File: src/rtl/sertx_pkg.sv
package sertx_pkg;

  typedef enum logic [2:0] {
    ST_IDLE,
    ST_START,
    ST_DATA,
    ST_PAR,
    ST_STOP
  } tx_state_e;

  typedef struct packed {
    logic [1:0] baud_sel;
    logic [1:0] stop_sel;
    logic [1:0] len_sel;
    logic       par_en;
    logic       par_odd;
  } frame_cfg_t;

endpackage

File: src/rtl/sertx_timing.sv
module sertx_timing #(
  parameter int MIN_LEN    = 5,
  parameter int FACTOR_MID = 16,
  parameter int FACTOR_HI  = 64,
  parameter int CW         = 8,
  parameter int IW         = 3
) (
  input  logic [1:0]    baud_sel,
  input  logic [1:0]    stop_sel,
  input  logic [1:0]    len_sel,
  output logic [CW-1:0] bit_clks,
  output logic [CW-1:0] stop_clks,
  output logic [IW-1:0] last_idx
);

  localparam logic [CW-1:0] ONE_CLK = CW'(1);
  localparam logic [CW-1:0] MID_CLK = CW'(FACTOR_MID);
  localparam logic [CW-1:0] HI_CLK  = CW'(FACTOR_HI);

  // Clock periods in one bit time.
  always_comb begin
    unique case (baud_sel)
      2'd0:    bit_clks = ONE_CLK;
      2'd1:    bit_clks = MID_CLK;
      default: bit_clks = HI_CLK;
    endcase
  end

  // Stop period in clock periods. A half bit cannot be formed at factor 1,
  // so 1.5 rounds up to 2 there.
  always_comb begin
    unique case (stop_sel)
      2'd0:    stop_clks = bit_clks;
      2'd1:    stop_clks = (bit_clks == ONE_CLK) ? CW'(2)
                                                 : bit_clks + (bit_clks >> 1);
      default: stop_clks = bit_clks << 1;
    endcase
  end

  assign last_idx = IW'(MIN_LEN - 1) + IW'(len_sel);

endmodule

File: src/rtl/sertx_hold.sv
module sertx_hold #(
  parameter int DATA_W = 8
) (
  input  logic              clk,
  input  logic              rst_n,
  input  logic              wr_stb,
  input  logic [DATA_W-1:0] wr_data,
  input  logic              take,
  output logic              full,
  output logic [DATA_W-1:0] data
);

  logic              full_q, full_d;
  logic [DATA_W-1:0] data_q, data_d;

  always_comb begin
    full_d = full_q;
    data_d = data_q;
    if (take) begin
      full_d = 1'b0;
    end
    if (wr_stb && !full_q) begin
      full_d = 1'b1;
      data_d = wr_data;
    end
  end

  always_ff @(posedge clk or negedge rst_n) begin
    if (!rst_n) begin
      full_q <= 1'b0;
      data_q <= '0;
    end else begin
      full_q <= full_d;
      data_q <= data_d;
    end
  end

  assign full = full_q;
  assign data = data_q;

  AST_HOLD_KEEP: assert property (@(posedge clk) disable iff (!rst_n)
    (full_q && !take && wr_stb) |=> (full_q && $stable(data_q)));

  AST_TAKE_WHEN_FULL: assert property (@(posedge clk) disable iff (!rst_n)
    take |-> full_q);

endmodule

File: src/rtl/sertx_shift.sv
module sertx_shift
  import sertx_pkg::*;
#(
  parameter int DATA_W     = 8,
  parameter int MIN_LEN    = 5,
  parameter int FACTOR_MID = 16,
  parameter int FACTOR_HI  = 64,
  parameter int CW         = 8,
  parameter int IW         = 3
) (
  input  logic              clk,
  input  logic              rst_n,
  input  logic              have_char,
  input  logic [DATA_W-1:0] char_data,
  input  frame_cfg_t        cfg_in,
  input  logic              start_ok,
  input  logic              abort,
  output logic              take,
  output logic              busy,
  output logic              line
);

  tx_state_e         state_q, state_d;
  logic [CW-1:0]     cnt_q, cnt_d;
  logic [IW-1:0]     bidx_q, bidx_d;
  logic [DATA_W-1:0] shreg_q, shreg_d;
  logic              par_q, par_d;
  frame_cfg_t        cfg_q, cfg_d;

  logic [CW-1:0]     bit_clks;
  logic [CW-1:0]     stop_clks;
  logic [IW-1:0]     last_idx;
  logic              bit_end;
  logic              stop_end;
  logic              slot_free;
  logic              load;

  // Timing is decoded from the configuration sampled at frame start.
  sertx_timing #(
    .MIN_LEN    (MIN_LEN),
    .FACTOR_MID (FACTOR_MID),
    .FACTOR_HI  (FACTOR_HI),
    .CW         (CW),
    .IW         (IW)
  ) u_timing (
    .baud_sel  (cfg_q.baud_sel),
    .stop_sel  (cfg_q.stop_sel),
    .len_sel   (cfg_q.len_sel),
    .bit_clks  (bit_clks),
    .stop_clks (stop_clks),
    .last_idx  (last_idx)
  );

  assign bit_end   = (cnt_q == bit_clks - CW'(1));
  assign stop_end  = (cnt_q == stop_clks - CW'(1));
  assign slot_free = (state_q == ST_IDLE) || ((state_q == ST_STOP) && stop_end);
  assign load      = have_char && start_ok && !abort && slot_free;

  always_comb begin
    state_d = state_q;
    cnt_d   = cnt_q;
    bidx_d  = bidx_q;
    shreg_d = shreg_q;
    par_d   = par_q;
    cfg_d   = cfg_q;
    if (abort) begin
      state_d = ST_IDLE;
      cnt_d   = '0;
    end else if (load) begin
      state_d = ST_START;
      cnt_d   = '0;
      bidx_d  = '0;
      shreg_d = char_data;
      par_d   = 1'b0;
      cfg_d   = cfg_in;
    end else begin
      unique case (state_q)
        ST_START: begin
          if (bit_end) begin
            state_d = ST_DATA;
            cnt_d   = '0;
          end else begin
            cnt_d = cnt_q + CW'(1);
          end
        end
        ST_DATA: begin
          if (bit_end) begin
            cnt_d   = '0;
            par_d   = par_q ^ shreg_q[0];
            shreg_d = shreg_q >> 1;
            if (bidx_q == last_idx) begin
              state_d = cfg_q.par_en ? ST_PAR : ST_STOP;
            end else begin
              bidx_d = bidx_q + IW'(1);
            end
          end else begin
            cnt_d = cnt_q + CW'(1);
          end
        end
        ST_PAR: begin
          if (bit_end) begin
            state_d = ST_STOP;
            cnt_d   = '0;
          end else begin
            cnt_d = cnt_q + CW'(1);
          end
        end
        ST_STOP: begin
          if (stop_end) begin
            state_d = ST_IDLE;
            cnt_d   = '0;
          end else begin
            cnt_d = cnt_q + CW'(1);
          end
        end
        default: begin
          state_d = ST_IDLE;
        end
      endcase
    end
  end

  always_ff @(posedge clk or negedge rst_n) begin
    if (!rst_n) begin
      state_q <= ST_IDLE;
      cnt_q   <= '0;
      bidx_q  <= '0;
      shreg_q <= '0;
      par_q   <= 1'b0;
      cfg_q   <= '0;
    end else begin
      state_q <= state_d;
      cnt_q   <= cnt_d;
      bidx_q  <= bidx_d;
      shreg_q <= shreg_d;
      par_q   <= par_d;
      cfg_q   <= cfg_d;
    end
  end

  always_comb begin
    unique case (state_q)
      ST_START: line = 1'b0;
      ST_DATA:  line = shreg_q[0];
      ST_PAR:   line = par_q ^ cfg_q.par_odd;
      default:  line = 1'b1;
    endcase
  end

  assign take = load;
  assign busy = (state_q != ST_IDLE);

  AST_START_TO_DATA: assert property (@(posedge clk) disable iff (!rst_n)
    (state_q == ST_START && !abort) |=> (state_q == ST_START || state_q == ST_DATA));

  AST_NO_PAR_WHEN_OFF: assert property (@(posedge clk) disable iff (!rst_n)
    (state_q == ST_DATA && !cfg_q.par_en) |=> (state_q != ST_PAR));

  AST_STOP_BOUND: assert property (@(posedge clk) disable iff (!rst_n)
    (state_q == ST_STOP) |-> (cnt_q < stop_clks));

  AST_BIT_BOUND: assert property (@(posedge clk) disable iff (!rst_n)
    (state_q == ST_START || state_q == ST_DATA || state_q == ST_PAR) |-> (cnt_q < bit_clks));

  AST_CFG_HELD: assert property (@(posedge clk) disable iff (!rst_n)
    (state_q != ST_IDLE && !load) |=> $stable(cfg_q));

endmodule

File: src/rtl/sertx_top.sv
module sertx_top
  import sertx_pkg::*;
#(
  parameter int DATA_W     = 8,
  parameter int MIN_LEN    = 5,
  parameter int FACTOR_MID = 16,
  parameter int FACTOR_HI  = 64,
  parameter int RST_STAGES = 2
) (
  input  logic              clk,
  input  logic              rst_n,
  input  logic              wr_stb,
  input  logic [DATA_W-1:0] wr_data,
  input  logic              tx_en,
  input  logic              cts_n,
  input  logic [1:0]        len_sel,
  input  logic              par_en,
  input  logic              par_odd,
  input  logic [1:0]        stop_sel,
  input  logic [1:0]        baud_sel,
  output logic              txd,
  output logic              ready,
  output logic              empty
);

  localparam int CW = $clog2(2 * FACTOR_HI + 1);
  localparam int IW = $clog2(DATA_W);

  logic [RST_STAGES-1:0] rst_pipe_q;
  logic                  rst_s_n;
  logic                  buf_full;
  logic [DATA_W-1:0]     buf_data;
  logic                  take;
  logic                  busy;
  logic                  line;
  logic                  start_ok;
  logic                  abort;
  logic                  txd_q;
  frame_cfg_t            cfg_in;

  // Reset asserts at once and releases after RST_STAGES rising edges.
  always_ff @(posedge clk or negedge rst_n) begin
    if (!rst_n) begin
      rst_pipe_q <= '0;
    end else begin
      rst_pipe_q <= {rst_pipe_q[RST_STAGES-2:0], 1'b1};
    end
  end
  assign rst_s_n = rst_pipe_q[RST_STAGES-1];

  assign start_ok        = tx_en && !cts_n;
  assign abort           = !tx_en;
  assign cfg_in.baud_sel = baud_sel;
  assign cfg_in.stop_sel = stop_sel;
  assign cfg_in.len_sel  = len_sel;
  assign cfg_in.par_en   = par_en;
  assign cfg_in.par_odd  = par_odd;

  sertx_hold #(
    .DATA_W (DATA_W)
  ) u_hold (
    .clk     (clk),
    .rst_n   (rst_s_n),
    .wr_stb  (wr_stb),
    .wr_data (wr_data),
    .take    (take),
    .full    (buf_full),
    .data    (buf_data)
  );

  sertx_shift #(
    .DATA_W     (DATA_W),
    .MIN_LEN    (MIN_LEN),
    .FACTOR_MID (FACTOR_MID),
    .FACTOR_HI  (FACTOR_HI),
    .CW         (CW),
    .IW         (IW)
  ) u_shift (
    .clk       (clk),
    .rst_n     (rst_s_n),
    .have_char (buf_full),
    .char_data (buf_data),
    .cfg_in    (cfg_in),
    .start_ok  (start_ok),
    .abort     (abort),
    .take      (take),
    .busy      (busy),
    .line      (line)
  );

  // Serial output is retimed to the falling edge.
  always_ff @(negedge clk or negedge rst_s_n) begin
    if (!rst_s_n) begin
      txd_q <= 1'b1;
    end else begin
      txd_q <= line;
    end
  end

  assign txd   = txd_q;
  assign ready = !buf_full;
  assign empty = !buf_full && !busy;

  AST_IDLE_MARK: assert property (@(posedge clk) disable iff (!rst_s_n)
    !busy |-> txd);

  AST_START_GATED: assert property (@(posedge clk) disable iff (!rst_s_n)
    (busy && !$past(busy)) |-> $past(tx_en && !cts_n));

  AST_EMPTY_READY: assert property (@(posedge clk) disable iff (!rst_s_n)
    empty |-> ready);

  AST_ABORT_IDLE: assert property (@(posedge clk) disable iff (!rst_s_n)
    !tx_en |=> !busy);

endmodule

File: config.mk
export PLATFORM = sky130hd
export DESIGN_NAME = sertx_top
export DESIGN_NICKNAME = d
export VERILOG_FILES = /design/src/rtl/sertx_pkg.sv /design/src/rtl/sertx_timing.sv /design/src/rtl/sertx_hold.sv /design/src/rtl/sertx_shift.sv /design/src/rtl/sertx_top.sv
export SDC_FILE = /design/constraint.sdc
export NUM_CORES = 1
export LEC_CHECK = 0
export BUFFER_PORTS_ARGS = -buffer_cell sky130_fd_sc_hd__buf_2
export CELL_PAD_IN_SITES_DETAIL_PLACEMENT = 0
export CELL_PAD_IN_SITES_GLOBAL_PLACEMENT = 1
export CORE_MARGIN = 4
export CORE_UTILIZATION = 44
export CTS_CLUSTER_DIAMETER = 60
export DETAILED_ROUTE_END_ITERATION = 8
export PLACE_DENSITY_LB_ADDON = 0.1
export SLEW_MARGIN = 40
export SYNTH_ARGS = -nofsm -noshare
export SYNTH_HDL_FRONTEND = slang
export SYNTH_SLANG_ARGS = --single-unit
File: constraint.sdc
create_clock -name clk -period 1.6 [get_ports clk]
set_input_delay 0.4 -clock clk [delete_from_list [all_inputs] [get_ports clk]]
set_output_delay 0.4 -clock clk [all_outputs]
set_load 0.005 [all_outputs]
==> reports/results.tsv, run 1 <==
stage	metric	value	unit
worst_hold_path	hp-class	in -> reg	
detailed_routing	vias	1898	
layout	antennaDiodeCount	0	
worst_setup_path	worstPathArrival	2.65	ns
yosys	synthSimpleGateAreaFrac	18.4	%
yosys	ys_seq_area_share	47.7	%
yosys	synth-edff-count	0	
yosys	netlist_instances	214	
detailed_routing	ant_nets	0	
floorplanning	initial_core_util	46.6	%
yosys	synthXorXnorAreaFrac	3.10	%
timing	fin_crit_sh	155	%
detailed_routing	drt-total-wl	5660	µm
yosys	ys.warnings.count	0	
placement	post-place-ws	-0.693	ns
worst_setup_path	cp-start-kind	flip-flop	
layout	drive_above_1_share	43.9	%
yosys	ys_seq_elements	43	
timing	whs	0.320	ns
worst_setup_path	slowest_stage	dfrtp_1	
timing	fin_skew	0.0650	ns
global_route	grt_usage	18.8	%
global_route	grt_pass1_vias	1943	
yosys	synth_adder_area_share	1.66	%
timing	tightest_slew	0.522	ns
clock_tree	clock-root-buffer	clkbuf_8	
floorplanning	die_x	79.7	µm
layout	finalNonFillerCells	361	
timing	max_clock_freq	403	MHz
yosys	ys.flop_type	dfrtp_1	
worst_setup_path	critPathMaxFanout	6	
pwr	leakagePower	1.40	nW
timing	fin_ws	-0.879	ns
worst_setup_path	crit_family	simple AND/OR/NAND/NOR gates	
placement	routabilityCongestion	0.849	
worst_setup_path	critical_path_buf_inv_count	3	
run_status	outcome	finished, violations left	
clock_tree	cts.htree.levels	2	
global_route	gr-total-overflow	0	
pwr	vdd_drop_max	869	µV
worst_setup_path	required	1.77	ns
clock_tree	worst_skew_pair.late_latency	0.35	ns
clock_tree	cts_tree	yes	
pwr	cellPowerDensity	1610	nW/µm²
yosys	synth_top_family_by_area	simple AND/OR/NAND/NOR gates	
floorplanning	core	4850	µm²
timing	finalHoldViolations	0	
yosys	synth-compound-area-share	16.0	%
detailed_routing	post-route-drc-count	0	
layout	areaGrowthSynthToFinish	37.9	%
worst_setup_path	crit_type	reg -> reg	
yosys	synth_top_area_cell	dfrtp_1	
run	maxCapViolCount	0	
timing	slew_viol_final	0	
floorplanning	ioPinCount	24	
worst_setup_path	crit_chain	buf_4 > buf_4 > nor3b_1 > xnor2_1 > nand3_1 > or2_4 > a21oi_4 > clkbuf_16 > mux2_1	
timing	slew-limit-headroom	65.2	%
worst_setup_path	path_common_cell	buf_4	
yosys	yosys.area.top_type_share	46.5	%
global_route	grt_pass1_wl	9170	µm
floorplanning	die_height	79.7	µm
global_route	grt_max_degree	41	
clock_tree	cts_made_buffers	5	
clock_tree	cts.reportedPaths.clkPinSlew	0.08	ns
layout	nets	317	
worst_setup_path	slowest_delay	0.42	ns
yosys	synth.distinct_cells	55	
placement	numPlacedInstances	340	
timing	rsz0062_at_grt	true	
global_route	grt_antenna_before_repair	0	
timing	period_minus_slack	2.48	ns
detailed_routing	wire_per_inst	15.7	µm
yosys	synthArstFlopShare	100	%
timing	finalSetupViolations	35	
clock_tree	cts_buffer_depth	2	
yosys	muxShareOfSynthArea	9.41	%
layout	utilization	64.3	%
yosys	netlist_area	2260	µm²
floorplanning	die-area	6350	µm²
run_status	failed_checks	negative setup slack	
floorplanning	placementRows	25	
detailed_routing	via_per_inst	5.26	
yosys	avgSynthCellArea	10.6	µm²
detailed_routing	drtIter0Drc	80	
yosys	syn-num-nets	238	
timing	fin_setup_tns	-25.01	ns
placement	dp_hpwl	3860	µm
clock_tree	cts_sinks	43	
yosys	ys_top_cells_by_area	dfrtp_1 (47%), mux2_1 (4.5%), mux2_2 (4.5%)	
placement	io_buffers	23	
worst_setup_path	end_kind	flip-flop	
detailed_routing	first_pass_iters	4	
[flip-flops by register name, summed over array words and instances (netlist names)]
signal and flops:
u_shift.cfg_q 8, u_shift.par_q 1, u_shift.bidx_q 3, u_hold.data 8
u_shift.shreg_q 8, rst_pipe_q 2, u_hold.full 1, txd 1
u_shift.state_q 3, u_shift.cnt_q 8
[layout make-up]
class,count,area [µm²]
Timing Repair Buffer,83,631
Inverter,6,22.5
Sequential cell,43,1080
Fill cell,416,1730
Tap cell,67,83.8
Multi-Input combinational cell,153,1210
Clock inverter,4,18.8
Clock buffer,5,68.8
[metal layers]
layer	vias to the layer above	part of all wire, %	track usage [%]
li1	932	-	-
met1	921	48	26.1
met2	40	47	29.4
met3	5	3.8	4.06
met4	0	1.2	6.01
met5	-	0	0
[cells in the mapped netlist (all sizes together) (2+ instances only)]
cell    count
o21ai      11
a21o        2
o21a        2
a22o        4
nor4        2
nor2b       7
xor2        4
and3        2
mux2       18
nor3        6
a32oi       2
clkbuf      7
nand2      14
nand2b      9
nor2       14
nand3       8
dfrtp      42
or2         2
a21oi       5
or3         3
nor3b       3
xnor2       4
inv         7
o221a       7
buf         4
ha          3
[placed cells by master (no fill, tap or decap), types with 3 or more instances in the layout]
master,netlist,final
nor3_1,6,5
clkbuf_8,0,5
xor2_1,4,3
nand3_1,8,7
nor2b_1,7,6
nand2_1,14,14
dfrtp_2,0,5
nand2b_1,9,8
inv_1,7,7
o21ai_1,5,5
xnor2_1,4,4
o221a_1,7,7
nor3b_1,3,3
a22o_1,4,4
buf_2,2,22
nor2_1,14,11
a21oi_1,4,3
o21ai_2,0,3
buf_4,1,50
mux2_1,9,7
dfrtp_1,42,37
mux2_2,9,9
or3_1,3,3
buf_6,1,8
[power by group]
part	switching, mW	internal (mW)	total, mW
clock	0.387	0.304	0.691
combinational	1.08	1.46	2.54
sequential	0.298	1.49	1.79
total	1.77	3.26	5.03
[worst reg2reg max path: cells and delay by family (launching register included)]
family	cells	cell delay, ns
AOI/OAI and AO/OA	1	0.22
xor gates and xnor gates	1	0.18
buffers and inverters	3	0.48
DFF	1	0.42
muxes	1	0.32
and+or+nand+nor	3	0.75
[logic make-up (layout without fill, tap and decap cells)]
group                    Yosys count  after routing
AO/OA/AOI/OAI                     45             45
XOR/XNOR                           8              8
adder cells (fa/ha/maj)            3              3
buffers and inverters             18             98
flip-flops                        43             43
multiplexers                      19             19
other                              1              1
AND/OR/NAND/NOR                   77             77
[repair_timing]
item / in CTS / in global routing
gates resized for setup: 22 / 15
buffers inserted: 8 / 3
hold endpoints to repair: 2 / 0
pin swaps: 5 / 6
hold buffers: 1 / 0
setup endpoints to repair: 35 / 35
gates cloned: 0 / 1
[per-stage QoR]
stage / cell area, µm² / power (mW)
finish: 3120 / 5.03
global placement: 2780 / 3.79
global route: 3120 / 5.37
CTS: 3000 / 4.79
detailed placement: 2780 / 3.88
floorplan: 2300 / 3.06
[worst paths after layout]
kind,slack [ns],startpoint,cells after the start,end
max reg2reg,-0.88,u_shift.cfg_q[5],9,u_shift.cfg_q[4]
min,0.32,par_en,2,u_shift.cfg_q[1]
max in group asynchronous,0.57,rst_pipe_q[1],0,txd
min in group asynchronous,0.41,rst_n,2,rst_pipe_q[1]
min reg2reg,0.36,rst_pipe_q[0],0,rst_pipe_q[1]
max,-0.88,u_shift.cfg_q[5],9,u_shift.cfg_q[4]
(Power assumes the default switching activity.)
==> run 2: changes to the inputs <==
Settings changed: CORE_UTILIZATION 44 to 46.
==> reports/results.tsv, run 2 (synthesis results as in run 1) <==
stage	metric	value	unit
global_route	grt_antenna_before_repair	0	
layout	utilization	67.3	%
floorplanning	initial_core_util	47.5	%
worst_setup_path	slowest_delay	0.41	ns
detailed_routing	via_per_inst	5.36	
timing	whs	0.323	ns
clock_tree	cts.reportedPaths.clkPinSlew	0.08	ns
layout	mostFrequentLayoutCells	buf_4 (54), dfrtp_1 (36), buf_2 (23)	
layout	layout_commonest_cell	buf_4	
global_route	grt_max_degree	41	
detailed_routing	drt-total-wl	5680	µm
layout	areaGrowthSynthToFinish	41.5	%
floorplanning	ioPinCount	24	
clock_tree	worst_skew_pair.late_latency	0.35	ns
worst_setup_path	crit_family	simple AND/OR/NAND/NOR gates	
floorplanning	placementRows	25	
clock_tree	cts_sinks	43	
clock_tree	cts.htree.levels	2	
detailed_routing	drtIter0Drc	79	
worst_setup_path	cp-start-kind	flip-flop	
detailed_routing	vias	1961	
placement	routabilityCongestion	0.850	
run	maxCapViolCount	0	
placement	dp_hpwl	4020	µm
timing	slew_viol_final	0	
placement	io_buffers	23	
layout	finalNonFillerCells	366	
run_status	outcome	finished, violations left	
worst_setup_path	critical_path_buf_inv_count	1	
clock_tree	cts_buffer_depth	2	
layout	nets	322	
timing	slew-limit-headroom	66.3	%
global_route	grt_pass1_vias	2078	
detailed_routing	post-route-drc-count	0	
floorplanning	die-area	6100	µm²
detailed_routing	wl_met3	207	µm
timing	tightest_slew	0.505	ns
detailed_routing	first_pass_iters	4	
detailed_routing	ant_nets	0	
layout	antennaDiodeCount	0	
worst_setup_path	crit_type	reg -> reg	
worst_setup_path	cp.depth	10	
worst_setup_path	worst_r2r_path_depth	10	
timing	fin_crit_sh	144	%
worst_setup_path	crit_chain	nor2b_4 > nand3_2 > ha_4 > xor2_2 > xnor2_1 > nand3_1 > or2_1 > a21oi_4 > clkbuf_16 > mux2_4	
clock_tree	clock-root-buffer	clkbuf_8	
pwr	power	5.12	mW
placement	numPlacedInstances	347	
timing	finalHoldViolations	0	
detailed_routing	top_layer_used	met4	
timing	fin_skew	0.0612	ns
clock_tree	cts_made_buffers	5	
detailed_routing	drt-met1-wl	2590	µm
global_route	grt_usage	20.5	%
worst_setup_path	end_kind	flip-flop	
worst_setup_path	slowest_stage	dfrtp_1	
floorplanning	die_x	78.1	µm
detailed_routing	wire_per_inst	15.5	µm
worst_setup_path	worstPathArrival	2.48	ns
timing	max_clock_freq	435	MHz
timing	rsz0062_at_grt	true	
placement	post-place-ws	-0.694	ns
detailed_routing	routed-wl-met2	2810	µm
floorplanning	die_height	78.1	µm
timing	period_minus_slack	2.30	ns
worst_setup_path	required	1.78	ns
worst_hold_path	worstHoldPathCells	2	
layout	drive_above_1_share	47.5	%
global_route	grt_pass1_wl	9900	µm
pwr	cellPowerDensity	1600	nW/µm²
pwr	vdd_drop_max	862	µV
pwr	leakagePower	1.44	nW
worst_setup_path	critPathMaxFanout	5	
run_status	failed_checks	negative setup slack	
floorplanning	core	4750	µm²
timing	finalSetupViolations	35	
clock_tree	cts_tree	yes	
timing	fin_ws	-0.697	ns
worst_hold_path	hp-class	in -> reg	
global_route	gr-total-overflow	0	
-- run 2: cell count changes in the layout (fill, tap and decap cells not counted), sizes merged --
cell	previous run	this run
buf	81	85
clkbuf	6	7
clkinvlp	0	1
inv	9	7
nand2b	9	10
-- run 2: path summary, 6_finish.rpt --
check                                 start           endpoint  slack (ns)
setup / recovery           u_shift.cfg_q[5]   u_shift.cfg_q[1]       -0.70
hold / removal                      par_odd   u_shift.cfg_q[0]        0.32
setup reg to reg           u_shift.cfg_q[5]   u_shift.cfg_q[1]       -0.70
hold reg to reg               rst_pipe_q[0]      rst_pipe_q[1]        0.36
max in group asynchronous     rst_pipe_q[1]                txd        0.58
min in group asynchronous     rst_pipe_q[1]  u_shift.bidx_q[1]        0.41
-- run 2: per-stage QoR --
step	setup TNS, ns	cell area, µm²
6_report	-19.09	3200
5_1_grt	-23.17	3200
4_1_cts	-18.46	3100
3_5_place_dp	-19.85	2840
3_3_place_gp	-18.73	2840
2_1_floorplan	-15.54	2300
-- run 2: worst register-to-register path: stages (launching register included) --
cell,delay (ns)
dfrtp_1,0.41
nor2b_4,0.13
nand3_2,0.10
ha_4,0.18
xor2_2,0.14
xnor2_1,0.13
nand3_1,0.13
or2_1,0.28
a21oi_4,0.21
clkbuf_16,0.18
mux2_4,0.29
-- run 2: where the power goes --
part	leakage, nW	switching, mW	internal [mW]
Combinational	0.869	1.10	1.54
Sequential	0.522	0.288	1.49
Clock	0.0465	0.382	0.309
Total	1.44	1.77	3.34
-- run 2: timing repair --
action | 4_1_cts | 5_1_grt
cloned | 1 | 1
endpoints found under the setup margin | 35 | 35
setup buffers | 6 | 2
pin swaps | 16 | 4
resized for setup | 34 | 14
hold buffers | 1 | 0
hold endpoints to repair | 2 | 0
-- run 2: cell type report --
type,count,area [µm²]
fill,386,1560
multi-input combinational,154,1260
sequential,43,1080
timing repair buffer,87,654
tap,67,83.8
clock buffer,6,72.6
inverter,6,22.5
clock inverter,3,16.3
-- run 2: per-layer routing --
layer / vias up / global-route usage, %
met4: 0 / 4.55
met5: - / 0
met3: 10 / 4.59
li1: 942 / -
met1: 973 / 27.0
met2: 36 / 34.6
